**src/rtl/exc_escalator_pkg.sv**
```systemverilog
package exc_escalator_pkg;

    // Rank of each request source; lower index wins.
    localparam int RANK_EXC   = 0;
    localparam int RANK_STEP  = 1;
    localparam int RANK_NMI   = 2;
    localparam int RANK_CSO   = 3;
    localparam int RANK_INTR  = 4;
    localparam int RANK_SWI   = 5;
    localparam int SRC_COUNT  = 6;

    // Fixed vector numbers.
    localparam int VEC_STEP   = 1;
    localparam int VEC_NMI    = 2;
    localparam int VEC_DBL    = 8;
    localparam int VEC_CSO    = 9;
    localparam int VEC_PROT_LO = 10;
    localparam int VEC_PROT_HI = 13;
    localparam int VEC_GP     = 13;

    typedef enum logic [1:0] {
        NS_RUN      = 2'd0,
        NS_SHUT     = 2'd1,
        NS_SHUT_NMI = 2'd2,
        NS_LOCK     = 2'd3
    } nest_e;

    function automatic logic is_prot_vec(input int unsigned v);
        return (v >= VEC_PROT_LO) && (v <= VEC_PROT_HI);
    endfunction

    function automatic logic is_fixed_abort_vec(input int unsigned v);
        return (v == VEC_DBL) || (v == VEC_CSO) || (v == VEC_GP);
    endfunction

endpackage

```
**src/rtl/exc_src_pick.sv**
```systemverilog
module exc_src_pick #(
    parameter int NSRC = 6
) (
    input  logic [NSRC-1:0] req_i,
    output logic [NSRC-1:0] grant_o,
    output logic            any_o
);
    logic found;

    always_comb begin
        grant_o = '0;
        found   = 1'b0;
        for (int i = 0; i < NSRC; i++) begin
            if (req_i[i] && !found) begin
                grant_o[i] = 1'b1;
                found      = 1'b1;
            end
        end
        any_o = found;
    end
endmodule

```
**src/rtl/exc_vec_attr.sv**
```systemverilog
module exc_vec_attr
    import exc_escalator_pkg::*;
#(
    parameter int VEC_W = 8,
    parameter int SEL_W = 16
) (
    input  logic [VEC_W-1:0] vec_i,
    input  logic             from_exc_i,
    input  logic [SEL_W-1:0] sel_i,
    input  logic             sel_none_i,
    input  logic             idt_i,
    input  logic             ext_i,
    output logic             err_valid_o,
    output logic             restart_o,
    output logic [SEL_W-1:0] err_code_o
);
    localparam int IDX_W = SEL_W - 2;

    logic        is_dbl;
    logic [31:0] vec_wide;

    always_comb begin
        vec_wide    = 32'(vec_i);
        is_dbl      = (vec_wide == 32'(VEC_DBL));
        err_valid_o = from_exc_i && (is_dbl || is_prot_vec(vec_wide));
        restart_o   = !is_fixed_abort_vec(vec_wide);
        if (is_dbl) begin
            err_code_o = '0;
        end else if (sel_none_i) begin
            err_code_o = {{IDX_W{1'b0}}, idt_i, ext_i};
        end else begin
            err_code_o = {sel_i[SEL_W-1:2], idt_i, ext_i};
        end
    end
endmodule

```
**src/rtl/exc_nest_fsm.sv**
```systemverilog
module exc_nest_fsm
    import exc_escalator_pkg::*;
#(
    parameter int NEST_W = 2
) (
    input  nest_e             state_q_i,
    input  logic [NEST_W-1:0] nest_q_i,
    input  logic              step_i,
    input  logic              prot_i,
    input  logic              any_i,
    input  logic              nmi_i,
    output nest_e             state_d_o,
    output logic [NEST_W-1:0] nest_d_o,
    output logic              emit_pick_o,
    output logic              emit_dbl_o,
    output logic              emit_nmi_o
);
    localparam logic [NEST_W-1:0] LVL_CLEAR = NEST_W'(0);
    localparam logic [NEST_W-1:0] LVL_ONE   = NEST_W'(1);
    localparam logic [NEST_W-1:0] LVL_DBL   = NEST_W'(2);

    logic [NEST_W-1:0] base;
    logic              run_like;

    always_comb begin
        base        = step_i ? LVL_CLEAR : nest_q_i;
        run_like    = (state_q_i == NS_RUN) ||
                      ((state_q_i == NS_SHUT_NMI) && step_i);
        state_d_o   = state_q_i;
        nest_d_o    = base;
        emit_pick_o = 1'b0;
        emit_dbl_o  = 1'b0;
        emit_nmi_o  = 1'b0;

        if (run_like) begin
            state_d_o = NS_RUN;
            if (prot_i) begin
                if (base == LVL_CLEAR) begin
                    emit_pick_o = 1'b1;
                    nest_d_o    = LVL_ONE;
                end else if (base == LVL_ONE) begin
                    emit_dbl_o  = 1'b1;
                    nest_d_o    = LVL_DBL;
                end else begin
                    state_d_o   = NS_SHUT;
                    nest_d_o    = LVL_CLEAR;
                end
            end else begin
                emit_pick_o = any_i;
            end
        end else if (state_q_i == NS_SHUT) begin
            nest_d_o = LVL_CLEAR;
            if (nmi_i) begin
                emit_nmi_o = 1'b1;
                state_d_o  = NS_SHUT_NMI;
            end
        end else if (state_q_i == NS_SHUT_NMI) begin
            nest_d_o = LVL_CLEAR;
            if (prot_i) begin
                state_d_o = NS_LOCK;
            end else begin
                emit_pick_o = any_i;
            end
        end else begin
            nest_d_o = LVL_CLEAR;
        end
    end
endmodule

```
**src/rtl/exc_escalator.sv**
```systemverilog
module exc_escalator
    import exc_escalator_pkg::*;
#(
    parameter int VEC_W = 8,
    parameter int SEL_W = 16
) (
    input  logic             clk,
    input  logic             rst_n,
    input  logic             step_i,
    input  logic             exc_req_i,
    input  logic [VEC_W-1:0] exc_vec_i,
    input  logic             sstep_req_i,
    input  logic             nmi_req_i,
    input  logic             cso_req_i,
    input  logic             intr_req_i,
    input  logic             intr_en_i,
    input  logic [VEC_W-1:0] intr_vec_i,
    input  logic             swi_req_i,
    input  logic [VEC_W-1:0] swi_vec_i,
    input  logic [SEL_W-1:0] sel_i,
    input  logic             sel_none_i,
    input  logic             sel_idt_i,
    input  logic             sel_ext_i,
    input  logic             pm_set_i,
    output logic             ev_valid_o,
    output logic [VEC_W-1:0] vec_o,
    output logic             err_valid_o,
    output logic [SEL_W-1:0] err_code_o,
    output logic             restart_o,
    output logic             halt_o,
    output logic             pmode_o
);
    localparam int NSRC   = SRC_COUNT;
    localparam int NEST_W = 2;

    typedef struct packed {
        nest_e             state;
        logic [NEST_W-1:0] nest;
        logic              pmode;
        logic              ev_valid;
        logic [VEC_W-1:0]  vec;
        logic              err_valid;
        logic [SEL_W-1:0]  err_code;
        logic              restart;
    } ctl_t;

    ctl_t ctl_d, ctl_q;

    logic [NSRC-1:0]   req;
    logic [NSRC-1:0]   grant;
    logic              req_any;
    logic              prot_fault;
    logic [VEC_W-1:0]  pick_vec;
    logic [VEC_W-1:0]  out_vec;
    logic              out_from_exc;
    logic              attr_errv;
    logic              attr_restart;
    logic [SEL_W-1:0]  attr_code;
    nest_e             state_nx;
    logic [NEST_W-1:0] nest_nx;
    logic              emit_pick, emit_dbl, emit_nmi;

    always_comb begin
        req            = '0;
        req[RANK_EXC]  = exc_req_i;
        req[RANK_STEP] = sstep_req_i;
        req[RANK_NMI]  = nmi_req_i;
        req[RANK_CSO]  = cso_req_i;
        req[RANK_INTR] = intr_req_i && intr_en_i;
        req[RANK_SWI]  = swi_req_i;
    end

    assign prot_fault = exc_req_i && is_prot_vec(32'(exc_vec_i));

    exc_src_pick #(.NSRC(NSRC)) u_pick (
        .req_i   (req),
        .grant_o (grant),
        .any_o   (req_any)
    );

    exc_nest_fsm #(.NEST_W(NEST_W)) u_nest (
        .state_q_i   (ctl_q.state),
        .nest_q_i    (ctl_q.nest),
        .step_i      (step_i),
        .prot_i      (prot_fault),
        .any_i       (req_any),
        .nmi_i       (nmi_req_i),
        .state_d_o   (state_nx),
        .nest_d_o    (nest_nx),
        .emit_pick_o (emit_pick),
        .emit_dbl_o  (emit_dbl),
        .emit_nmi_o  (emit_nmi)
    );

    always_comb begin
        if (grant[RANK_EXC]) begin
            pick_vec = exc_vec_i;
        end else if (grant[RANK_STEP]) begin
            pick_vec = VEC_W'(VEC_STEP);
        end else if (grant[RANK_NMI]) begin
            pick_vec = VEC_W'(VEC_NMI);
        end else if (grant[RANK_CSO]) begin
            pick_vec = VEC_W'(VEC_CSO);
        end else if (grant[RANK_INTR]) begin
            pick_vec = intr_vec_i;
        end else if (grant[RANK_SWI]) begin
            pick_vec = swi_vec_i;
        end else begin
            pick_vec = '0;
        end
    end

    always_comb begin
        if (emit_dbl) begin
            out_vec = VEC_W'(VEC_DBL);
        end else if (emit_nmi) begin
            out_vec = VEC_W'(VEC_NMI);
        end else if (emit_pick) begin
            out_vec = pick_vec;
        end else begin
            out_vec = '0;
        end
        out_from_exc = emit_dbl || (emit_pick && grant[RANK_EXC]);
    end

    exc_vec_attr #(.VEC_W(VEC_W), .SEL_W(SEL_W)) u_attr (
        .vec_i       (out_vec),
        .from_exc_i  (out_from_exc),
        .sel_i       (sel_i),
        .sel_none_i  (sel_none_i),
        .idt_i       (sel_idt_i),
        .ext_i       (sel_ext_i),
        .err_valid_o (attr_errv),
        .restart_o   (attr_restart),
        .err_code_o  (attr_code)
    );

    always_comb begin
        ctl_d           = ctl_q;
        ctl_d.state     = state_nx;
        ctl_d.nest      = nest_nx;
        ctl_d.pmode     = ctl_q.pmode || pm_set_i;
        ctl_d.ev_valid  = emit_pick || emit_dbl || emit_nmi;
        ctl_d.vec       = out_vec;
        ctl_d.err_valid = ctl_d.ev_valid && attr_errv;
        ctl_d.err_code  = ctl_d.err_valid ? attr_code : '0;
        ctl_d.restart   = ctl_d.ev_valid && attr_restart;
    end

    always_ff @(posedge clk or negedge rst_n) begin
        if (!rst_n) begin
            ctl_q <= '{state: NS_RUN, default: '0};
        end else begin
            ctl_q <= ctl_d;
        end
    end

    assign ev_valid_o  = ctl_q.ev_valid;
    assign vec_o       = ctl_q.vec;
    assign err_valid_o = ctl_q.err_valid;
    assign err_code_o  = ctl_q.err_code;
    assign restart_o   = ctl_q.restart;
    assign halt_o      = (ctl_q.state == NS_SHUT) || (ctl_q.state == NS_LOCK);
    assign pmode_o     = ctl_q.pmode;
endmodule

```
**config.mk**
```make
export PLATFORM = sky130hd
export DESIGN_NAME = exc_escalator
export DESIGN_NICKNAME = d
export VERILOG_FILES = /design/src/rtl/exc_escalator_pkg.sv /design/src/rtl/exc_src_pick.sv /design/src/rtl/exc_vec_attr.sv /design/src/rtl/exc_nest_fsm.sv /design/src/rtl/exc_escalator.sv
export SDC_FILE = /design/constraint.sdc
export NUM_CORES = 1
export LEC_CHECK = 0
export ABC_AREA = 1
export ABC_CLOCK_PERIOD_IN_PS = 2400
export BUFFER_PORTS_ARGS = -buffer_cell sky130_fd_sc_hd__buf_2
export CELL_PAD_IN_SITES_DETAIL_PLACEMENT = 0
export CELL_PAD_IN_SITES_GLOBAL_PLACEMENT = 2
export CORE_MARGIN = 1
export CORE_UTILIZATION = 27
export DETAILED_ROUTE_END_ITERATION = 16
export PLACE_DENSITY = 0.84
export SLEW_MARGIN = 15
export SYNTH_ARGS = -nofsm -noshare
export SYNTH_HDL_FRONTEND = slang
export SYNTH_SLANG_ARGS = --single-unit
export TNS_END_PERCENT = 5
```
**constraint.sdc**
```tcl
create_clock -name clk -period 2.4 [get_ports clk]
set_clock_uncertainty 0.2 [all_clocks]
set_input_delay 0.24 -clock clk [delete_from_list [all_inputs] [get_ports clk]]
set_output_delay 0.24 -clock clk [all_outputs]
set_load 0.1 [all_outputs]
```
==> After elaboration in Yosys (flattened, before gate mapping) <==
Index checks and enable logic that the tools add are counted.
{ "word_totals": {"ff_bits": 32, "input_bits": 54, "output_inout_bits": 29, "wordCells": 103} }
{ "op_classes": {"n_lt_le_gt_ge": 4, "eq_ne": 8, "mux": 49, "reduce_logical": 34} }
{ "op_table": {"columns": ["op", "n"], "rows": [
  ["8-bit two-way mux", 9],
  ["16-bit two-way mux", 3],
  ["1-bit two-way mux", 25],
  ["8-bit by 4-bit equality test with 1-bit output, second input constant", 3],
  ["2-bit two-way mux", 12],
  ["8-bit by 4-bit greater-or-equal comparator with 1-bit output, second input constant", 2],
  ["8-bit by 4-bit less-or-equal comparator with 1-bit output, second input constant", 2],
  ["1-bit logical AND", 14],
  ["1-bit logical OR", 9],
  ["1-bit zero test", 6],
  ["3-bit nonzero test", 2],
  ["2-bit by 1-bit equality test with 1-bit output, second input constant", 2],
  ["2-bit equality test, second input constant", 2],
  ["2-bit zero test", 2],
  ["3-bit by 2-bit != test with 1-bit output, second input constant", 1],
  ["3-bit AND reduction", 1]
]} }

==> Depth between registers and ports, before layout <==
Gate-level depths: netlist of the first run.
{ "depth": {"ltp_word": 31, "depth_mapped": 15, "depth_no_buf": 14} }

==> Hierarchy <==
Synthesis of the first run repeated with hierarchy kept, for this count alone.
{ "hier_totals": {"cells_unflattened": 275, "hier_area_um2": 1953.1} }
{ "modules_own_cells": {"columns": ["mod", "n_inst", "cells_per_inst", "area_each_um2", "seq_area_each_um2"], "rows": [
  ["exc_escalator", 1, 174, 1487.7, 800.8],
  ["exc_vec_attr", 1, 54, 234.0, 0.0],
  ["exc_nest_fsm", 1, 30, 148.9, 0.0],
  ["exc_src_pick", 1, 17, 82.6, 0.0]
]} }

==> Worst setup path after synthesis of the first run <==
No wires, ideal clock.
{ "synth_timing": {"kind": "register to register", "start": "register ctl_q[30] (netlist name)", "end": "register ctl_q (netlist bit err_code_o[10])", "setup_time_ns": 0.116, "t_arrival_ns": 1.849, "t_required_ns": 2.084, "slack_ns": 0.235, "path_stages_with_launch": 14, "path_buffers": 1, "synth_period_minus_slack_ns": 2.165, "cell_sequence": "dfrtp_1 inv_1 ha_1 a21oi_2 inv_1 nand4_2 nand2_4 nand2_2 inv_2 nor3_2 nand2_2 nand2_4 buf_8 nor2_2"} }
{ "synth_lines": {"columns": ["item", "line_no", "source"], "rows": [
  ["start, declared", "exc_escalator.sv:47", "ctl_t ctl_d, ctl_q;"],
  ["start signal, assigned", "exc_escalator.sv:154", "ctl_q <= ctl_d;"]
]} }

==> results of run 1 <==
## final cells by class
class	count	area, um^2
Fill cell	737	4318
Multi-Input combinational cell	145	884.6
Sequential cell	32	800.8
Timing Repair Buffer	102	625.6
Tap cell	96	120.1
Inverter	23	87.58
Clock buffer	6	72.57
Clock inverter	2	35.03
## worst max path at each step
stage | start | to | slack (ps) | cells after the start
2_1_floorplan | ctl_q[30] | err_code_o[10] | 230 | 13
3_3_place_gp | ctl_q[31] | err_code_o[0] | 110 | 10
3_5_place_dp | ctl_q[31] | err_code_o[1] | 100 | 10
4_1_cts | ctl_q[31] | err_code_o[1] | 80 | 10
5_1_grt | ctl_q[31] | err_code_o[3] | 20 | 12
6_report | ctl_q[31] | err_code_o[3] | 210 | 12
## state kept, by name (all words and copies together) (netlist names)
signal / flops
err_valid_o: 1
ev_valid_o: 1
restart_o: 1
pmode_o: 1
err_code_o: 16
ctl_q: 4
vec_o: 8
## cell usage in the layout, fill, tap and decap left out
cell | synthesis | layout
nand2_1 | 43 | 43
buf_2 | 2 | 80
nor2_4 | 5 | 5
inv_2 | 3 | 4
a21oi_1 | 4 | 4
nor3_2 | 1 | 2
nand4_2 | 2 | 2
nand2_2 | 7 | 6
nand3_1 | 13 | 13
nand3_4 | 2 | 2
a31oi_1 | 4 | 4
inv_1 | 19 | 18
a21boi_0 | 1 | 1
nand4_1 | 19 | 19
clkbuf_8 | 0 | 5
nor3_4 | 1 | 1
clkbuf_1 | 0 | 1
nor2_2 | 13 | 13
clkinv_2 | 1 | 2
dfrtp_1 | 32 | 32
buf_4 | 24 | 6
nand2_4 | 2 | 2
bufinv_16 | 0 | 1
o21ai_1 | 3 | 3
nand2_8 | 0 | 1
nor2_1 | 11 | 11
buf_12 | 0 | 2
o211ai_1 | 1 | 1
o21ai_0 | 2 | 2
nand3_2 | 2 | 2
or2_2 | 2 | 2
ha_1 | 4 | 4
a22oi_1 | 1 | 1
dlygate4sd3_1 | 0 | 14
a21oi_2 | 1 | 1
## critical path, stage by stage (launching register included)
cell and delay [ps]:
dfrtp_1 380, inv_1 80, ha_1 200, a21oi_2 210
inv_2 100, nand4_2 120, nand2_4 80, nand2_2 90
inv_2 70, nor3_2 190, nand2_2 130, nand2_8 150
nor2_1 70
## per-layer routing
metal | GRT usage [%] | wire (um) | vias up
li1 | - | - | 887
met1 | 15.65 | 2072 | 779
met2 | 22.73 | 2320 | 42
met3 | 2.828 | 208 | 8
met4 | 4.918 | 101 | 0
met5 | 0 | 0 | -
## through the flow
stage	setup WS [ps]	cells	util, %	cell area, um^2	total power [mW]
global placement	106.3	384	33.98	2360	1.122
CTS	80.81	406	37.55	2608	1.654
detailed placement	99.11	384	33.98	2360	1.125
global route	22.67	406	37.82	2626	1.719
finish	206.0	406	37.82	2626	1.638
floorplan	234.6	229	-	1982	1.005
## kinds of logic after synthesis
logic type,share of synthesized area [%]
fa+ha+maj,2.525
flops,40.40
compound gates,5.114
simple gates,36.05
buf+inv,15.91
## power by group through the flow
stage	sequential (mW)	clock [mW]	combinational, mW
finish	0.576	0.506	0.556
global route	0.579	0.541	0.599
floorplan	0.643	0	0.362
CTS	0.577	0.521	0.557
detailed placement	0.587	0	0.539
global placement	0.586	0	0.536
## repair_timing
| item | in CTS | in global routing |
|---|---|---|
| endpoints found under the setup margin | 0 | 17 |
| hold buffers | 14 | 0 |
| hold endpoints to repair | 45 | 0 |
| gates resized for setup | 0 | 4 |
==> results.ini, run 1 <==
[yosys]
synthTopCellsByArea = dfrtp_1 40%, buf_4 9.1%, nand2_1 8.1%, nand4_1 6.0%, nor2_2 4.1%
async_flop_share_pct = 100.0
synthDominantCellAreaShare_pct = 40.40
ys_seq_area_share_pct = 40.40
synth_edf_count = 0
synth_top_cell_by_area = dfrtp_1
syn-cell-area_um2 = 1982
ys.flop_type = dfrtp_1
synth_warnings = 0
ys_top_cells_by_count = 43 x nand2_1, 32 x dfrtp_1, 24 x buf_4, 19 x inv_1, 19 x nand4_1
synthCells = 229
yosysMostFrequentCell = nand2_1
syn-num-nets = 287
yosysUniqueCellTypes = 32
avgSynthCellArea_um2 = 8.655
yosys_register_bits = 32

[power]
p_sw_share_pct = 37.55
peakVddDrop_mv = 0.1801
power_switching_uw = 615.2
clock_power_share_pct = 30.9
p_seq_share_pct = 35.2
internal_power_mw = 1.023
p_leak_nw = 1.363
pwr-share-comb_pct = 33.9
powerDensity_nw_per_um2 = 623.8

[worst_setup_path]
critPathKind = reg -> reg
r2r-start = ctl_q[31]
startpoint_type = flop
crit_path_end_kind = flop
ff2ff_path_depth = 12
crit-reg2reg-capture = err_code_o[3]
reg2reg_slack_ps = 210
worstPathRequired_ps = 2370
critical_path_arrival_ps = 2170
cp_max_fo = 14

[floorplanning]
placeableCoreArea_um2 = 6944
initial_utilization_pct = 28.54
die_y_um = 87.68
dieWidth_um = 87.68
row_count = 30
die_area_um2 = 7687
io_pins = 83

[clock_tree]
clk_latency_ps = 280
post_cts_buffers = 0
ctsHtreeMaxLevel = 2
cts_inserted_buffers = 5
clockBufferDepth = 2
clk_pin_slew_ps = 70
cts_tree = done
root_buffer = clkbuf_8
cts.sink_count = 32

[grt]
gr-usage-all-layers_pct = 13.01
grt_max_degree = 33
grt_pass1_wl_mm = 7.714
antenna_found_initial = 0
grt_pass1_vias = 1732
overflow = 0

[timing]
rsz0062_at_grt = false
min_period_ps = 2194
slew_headroom_pct = 53.87
setup_violations = 0
min_period_over_period_pct = 91.42
fmax_ghz = 0.4558
max_slew.worst_pin.slew_ps = 691.9
finalSetupTns_ps = 0
finalHoldViolCount = 0
hold_ws_ps = 6.628
drv_slew = 0

[route]
wl_per_cell_um = 11.58
drtIter0Drc = 23
ant_nets = 0
routed_wl_mm = 4.702
route.detailed.drc = 0
vias_per_cell = 4.227
firstDrtPassIters = 4
via_count = 1716

[finish]
drive_gt1_share_pct = 44.84
fin_nets = 367
synthToLayoutAreaGrowth_pct = 32.51
num_antenna_cells = 0

[worst_hold_path]
hold-path-endpoint = err_code_o[5]
min_from = sel_i[5]
hold_path.class = in -> reg
worstHoldPathCells = 3

[placement]
gp_congestion = 0.7869
port_buffers = 80
place_hpwl_mm = 3.694

[outcome]
status = finished, final reports clean

[job]
max_cap_viol_count = 0

Note: power is estimated with default switching activity, not from simulation.
==> run 2: changes to the inputs <==
--- a/config.mk
+++ b/config.mk
@@ -11,11 +11,12 @@
 export CELL_PAD_IN_SITES_DETAIL_PLACEMENT = 0
 export CELL_PAD_IN_SITES_GLOBAL_PLACEMENT = 2
 export CORE_MARGIN = 1
-export CORE_UTILIZATION = 27
+export CORE_UTILIZATION = 25
 export DETAILED_ROUTE_END_ITERATION = 16
 export PLACE_DENSITY = 0.84
 export SLEW_MARGIN = 15
 export SYNTH_ARGS = -nofsm -noshare
 export SYNTH_HDL_FRONTEND = slang
+export SYNTH_HIERARCHICAL = 1
 export SYNTH_SLANG_ARGS = --single-unit
 export TNS_END_PERCENT = 5
==> run 2 against run 1 <==
The run now ends with negative setup slack left. Non-clock buffer count increased by 18. Via count is 9.3% higher. Die area grew 6.3%. Global-route usage down 0.77 points. Power decreased by 21%. Final area increased by 11%. Sequential share of layout area shrank 3.0 points. Area after synthesis down 1.5%. Clock-buffer cell count up 2. Worst setup slack lost 270 ps. Routed wire length rose by 6.2%. Critical path type is now in -> reg. Largest cell class unchanged. Highest routed layer unchanged.
==> results.ini, run 2 <==
[worst_hold_path]
min_from = sel_ext_i  ; was sel_i[5]
hold_path.class = in -> reg  ; unchanged

[yosys]
syn-cell-area_um2 = 1953  ; was 1982 um^2
synth_compound_area_share_pct = 5.061  ; was 5.114%
synth_fa_ha_area_share_pct = 0  ; was 2.525%
synth_edf_count = 0  ; unchanged
synth_warnings = 6  ; was 0
synth_top_family_by_area = simple AND/OR/NAND/NOR gates  ; unchanged
ys_seq_area_share_pct = 41.00  ; was 40.40%
synthMuxAreaShare_pct = 0  ; unchanged
synth_xor_xnor_area_share_pct = 0.4484  ; was 0%
syn-num-nets = 329  ; was 287
ys_top_cells_by_count = 71 x nand2_1, 48 x nor2_1, 43 x inv_1, 32 x dfrtp_1, 25 x buf_4  ; was 43 x nand2_1, 32 x dfrtp_1, 24 x buf_4, 19 x inv_1, 19 x nand4_1
synth_top_cell_by_area = dfrtp_1  ; unchanged
synthCells = 275  ; was 229
yosys_register_bits = 32  ; unchanged
ys.flop_type = dfrtp_1  ; unchanged
synthDominantCellAreaShare_pct = 41.00  ; was 40.40%
yosysMostFrequentCell = nand2_1  ; unchanged
avgSynthCellArea_um2 = 7.102  ; was 8.655 um^2
synthTopCellsByArea = dfrtp_1 41%, nand2_1 14%, buf_4 9.6%, nor2_1 9.2%, inv_1 8.3%  ; was dfrtp_1 40%, buf_4 9.1%, nand2_1 8.1%, nand4_1 6.0%, nor2_2 4.1%
async_flop_share_pct = 100.0  ; unchanged
yosysUniqueCellTypes = 26  ; was 32
synthSimpleGateAreaFrac_pct = 32.74  ; was 36.05%

[finish]
final_common_cell = buf_2  ; unchanged
final_area_um2 = 2918  ; was 2626 um^2
final_cells = 471  ; was 406
nFillCells = 791  ; was 737
num_antenna_cells = 0  ; unchanged
drive_gt1_share_pct = 48.66  ; was 44.84%
multi_input_area_um2 = 943.4  ; was 884.6 um^2
synthToLayoutAreaGrowth_pct = 49.39  ; was 32.51%
fin_nets = 425  ; was 367
largest_reg_flops = 16  ; unchanged
final_util_pct = 39.39  ; was 37.82%
layout_common_cells = 78 x buf_2, 68 x nand2_1, 41 x inv_1  ; was 80 x buf_2, 43 x nand2_1, 32 x dfrtp_1
seqCellArea_um2 = 800.8  ; unchanged

[floorplanning]
placeableCoreArea_um2 = 7408  ; was 6944 um^2
initial_utilization_pct = 26.36  ; was 28.54%
io_pins = 83  ; unchanged
dieWidth_um = 90.39  ; was 87.68 um
die_area_um2 = 8170  ; was 7687 um^2
row_count = 31  ; was 30
die_y_um = 90.39  ; was 87.68 um

[power]
p_leak_nw = 1.571  ; was 1.363 nW
powerDensity_nw_per_um2 = 445.2  ; was 623.8 nW/um^2
peakVddDrop_mv = 0.1790  ; was 0.1801 mV

[placement]
gp_congestion = 0.8431  ; was 0.7869
dp_cells = 453  ; was 384
port_buffers = 80  ; unchanged
place_area_um2 = 2531  ; was 2360 um^2
place_hpwl_mm = 3.747  ; was 3.694 mm
post-place-ws_ps = -336.5  ; was 99.11 ps

[worst_setup_path]
cp_max_fo = 8  ; was 14
worstSetupStartpoint = exc_vec_i[5]  ; was ctl_q[31]
crit_buf_inv = 5  ; was 3
critical_path_arrival_ps = 2480  ; was 2170 ps
r2r-start = ctl_q[31]  ; unchanged
slowest_delay_ps = 290  ; was 380 ps
critPathKind = in -> reg  ; was reg -> reg
startpoint_type = primary input  ; was flop
critPathSlowestCell = nor4_4  ; was dfrtp_1
worstPathRequired_ps = 2420  ; was 2370 ps
critical-path-top-delay-family = simple AND/OR/NAND/NOR gates  ; unchanged
crit_path_end_kind = flop  ; unchanged
worstPathCellList = buf_6, nor2_4, nand3_2, nor4_4, inv_2, a21oi_2, nand3_2, nand2_2, inv_4, nor3_4, inv_4, a21oi_4, nor2_1, nand2_1, nand3_2, nor2_4, nand2_4, clkbuf_16, nor2_4  ; was inv_1, ha_1, a21oi_2, inv_2, nand4_2, nand2_4, nand2_2, inv_2, nor3_2, nand2_2, nand2_8, nor2_1

[timing]
min_period_over_period_pct = 102.5  ; was 91.42%
max_slew.worst_pin.slew_ps = 709.5  ; was 691.9 ps
slew_headroom_pct = 52.70  ; was 53.87%
drv_slew = 0  ; unchanged
rsz0062_at_grt = true  ; was false
finalHoldViolCount = 0  ; unchanged
setup_slack_ps = -60.11  ; was 206.0 ps
finalSetupTns_ps = -501.4  ; was 0 ps
fmax_ghz = 0.4065  ; was 0.4558 GHz
setup_violations = 15  ; was 0
min_period_ps = 2460  ; was 2194 ps

[clock_tree]
cts_tree = done  ; unchanged
clk_pin_slew_ps = 60  ; was 70 ps
root_buffer = clkbuf_8  ; unchanged
clk_latency_ps = 280  ; about the same
ctsHtreeMaxLevel = 2  ; unchanged
clockBufferDepth = 2  ; unchanged
cts.sink_count = 32  ; unchanged
cts_inserted_buffers = 5  ; unchanged

[grt]
antenna_found_initial = 0  ; unchanged
overflow = 0  ; unchanged
gr-usage-all-layers_pct = 12.24  ; was 13.01%
grt_pass1_wl_mm = 8.010  ; was 7.714 mm
grt_pass1_vias = 1816  ; was 1732
grt_max_degree = 33  ; unchanged

[route]
route.detailed.drc = 0  ; unchanged
wl_per_cell_um = 10.61  ; was 11.58 um
ant_nets = 0  ; unchanged
via_count = 1876  ; was 1716
drtIter0Drc = 72  ; was 23
routed_wl_mm = 4.995  ; was 4.702 mm
vias_per_cell = 3.983  ; was 4.227
firstDrtPassIters = 4  ; unchanged

[outcome]
violations = negative setup slack
status = finished, violations left  ; was finished, final reports clean

[job]
max_cap_viol_count = 0  ; unchanged

==> run 2: changes by cell type after synthesis, sizes merged, moves of 2 or more <==
| cell | before | now |
|---|---|---|
| inv | 22 | 47 |
| nor2 | 29 | 53 |
| nand2 | 52 | 71 |
| nand4 | 21 | 4 |
| a21oi | 5 | 13 |
| nand3 | 17 | 11 |
| a31oi | 4 | 0 |
| ha | 4 | 0 |
| o21ai | 5 | 3 |
==> run 2: worst paths after layout <==
path	cells past startpoint	endpoint	slack, ps
setup / recovery	19	err_code_o[13]	-60
hold / removal	5	err_code_o[0]	60
setup reg to reg	14	err_code_o[13]	10
hold reg to reg	1	pmode_o	270
max in group asynchronous	2	err_code_o[6]	1190
min in group asynchronous	2	pmode_o	360
==> run 2: through the flow <==
step | power (mW) | hold slack [ps]
after floorplan | 0.7669 | -255.6
after global placement | 0.8584 | 137.3
after detailed placement | 0.8580 | 144.4
after CTS | 1.287 | 37.53
after global routing | 1.365 | 72.52
final | 1.299 | 56.51
==> run 2: area by class of cell <==
class	count	share of cell area, %
timing repair buffer	120	26.67
inverter	47	6.218
clock buffer	8	3.087
tap	99	4.245
sequential	32	27.44
multi-input combinational	165	32.33
==> run 2: worst min-delay path, stage by stage <==
cell and delay (ps):
buf_2 100, inv_1 40, nor2_1 40, inv_1 50, nor2_2 30
==> run 2: cell families (layout without fill, tap and decap cells) <==
group	after synthesis	after routing
and+or+nand+nor	148	148
DFF	32	32
buffers and inverters	78	175
xor gates and xnor gates	1	1
AOI/OAI and AO/OA	16	16
==> run 2: power breakdown <==
part | internal (mW) | switching, mW | total, mW
sequential | 0.552 | 0.00314 | 0.555
combinational | 0.111 | 0.213 | 0.324
clock | 0.234 | 0.186 | 0.420
total | 0.896 | 0.403 | 1.30
==> run 2: metal layers <==
metal  share of wire [%]  GRT usage, %
met1                  43         14.64
met2                  47         20.17
met3                 7.9         4.545
met4                 1.8         4.167
met5                   0             0
==> run 2: timing repair <==
item / CTS / global route
resized for setup: 3 / 45
hold buffers: 2 / 0
pin swaps: 2 / 16
buffers inserted: 1 / 5
endpoints found under the setup margin: 18 / 18
hold endpoints to repair: 33 / 0
gates cloned: 0 / 2
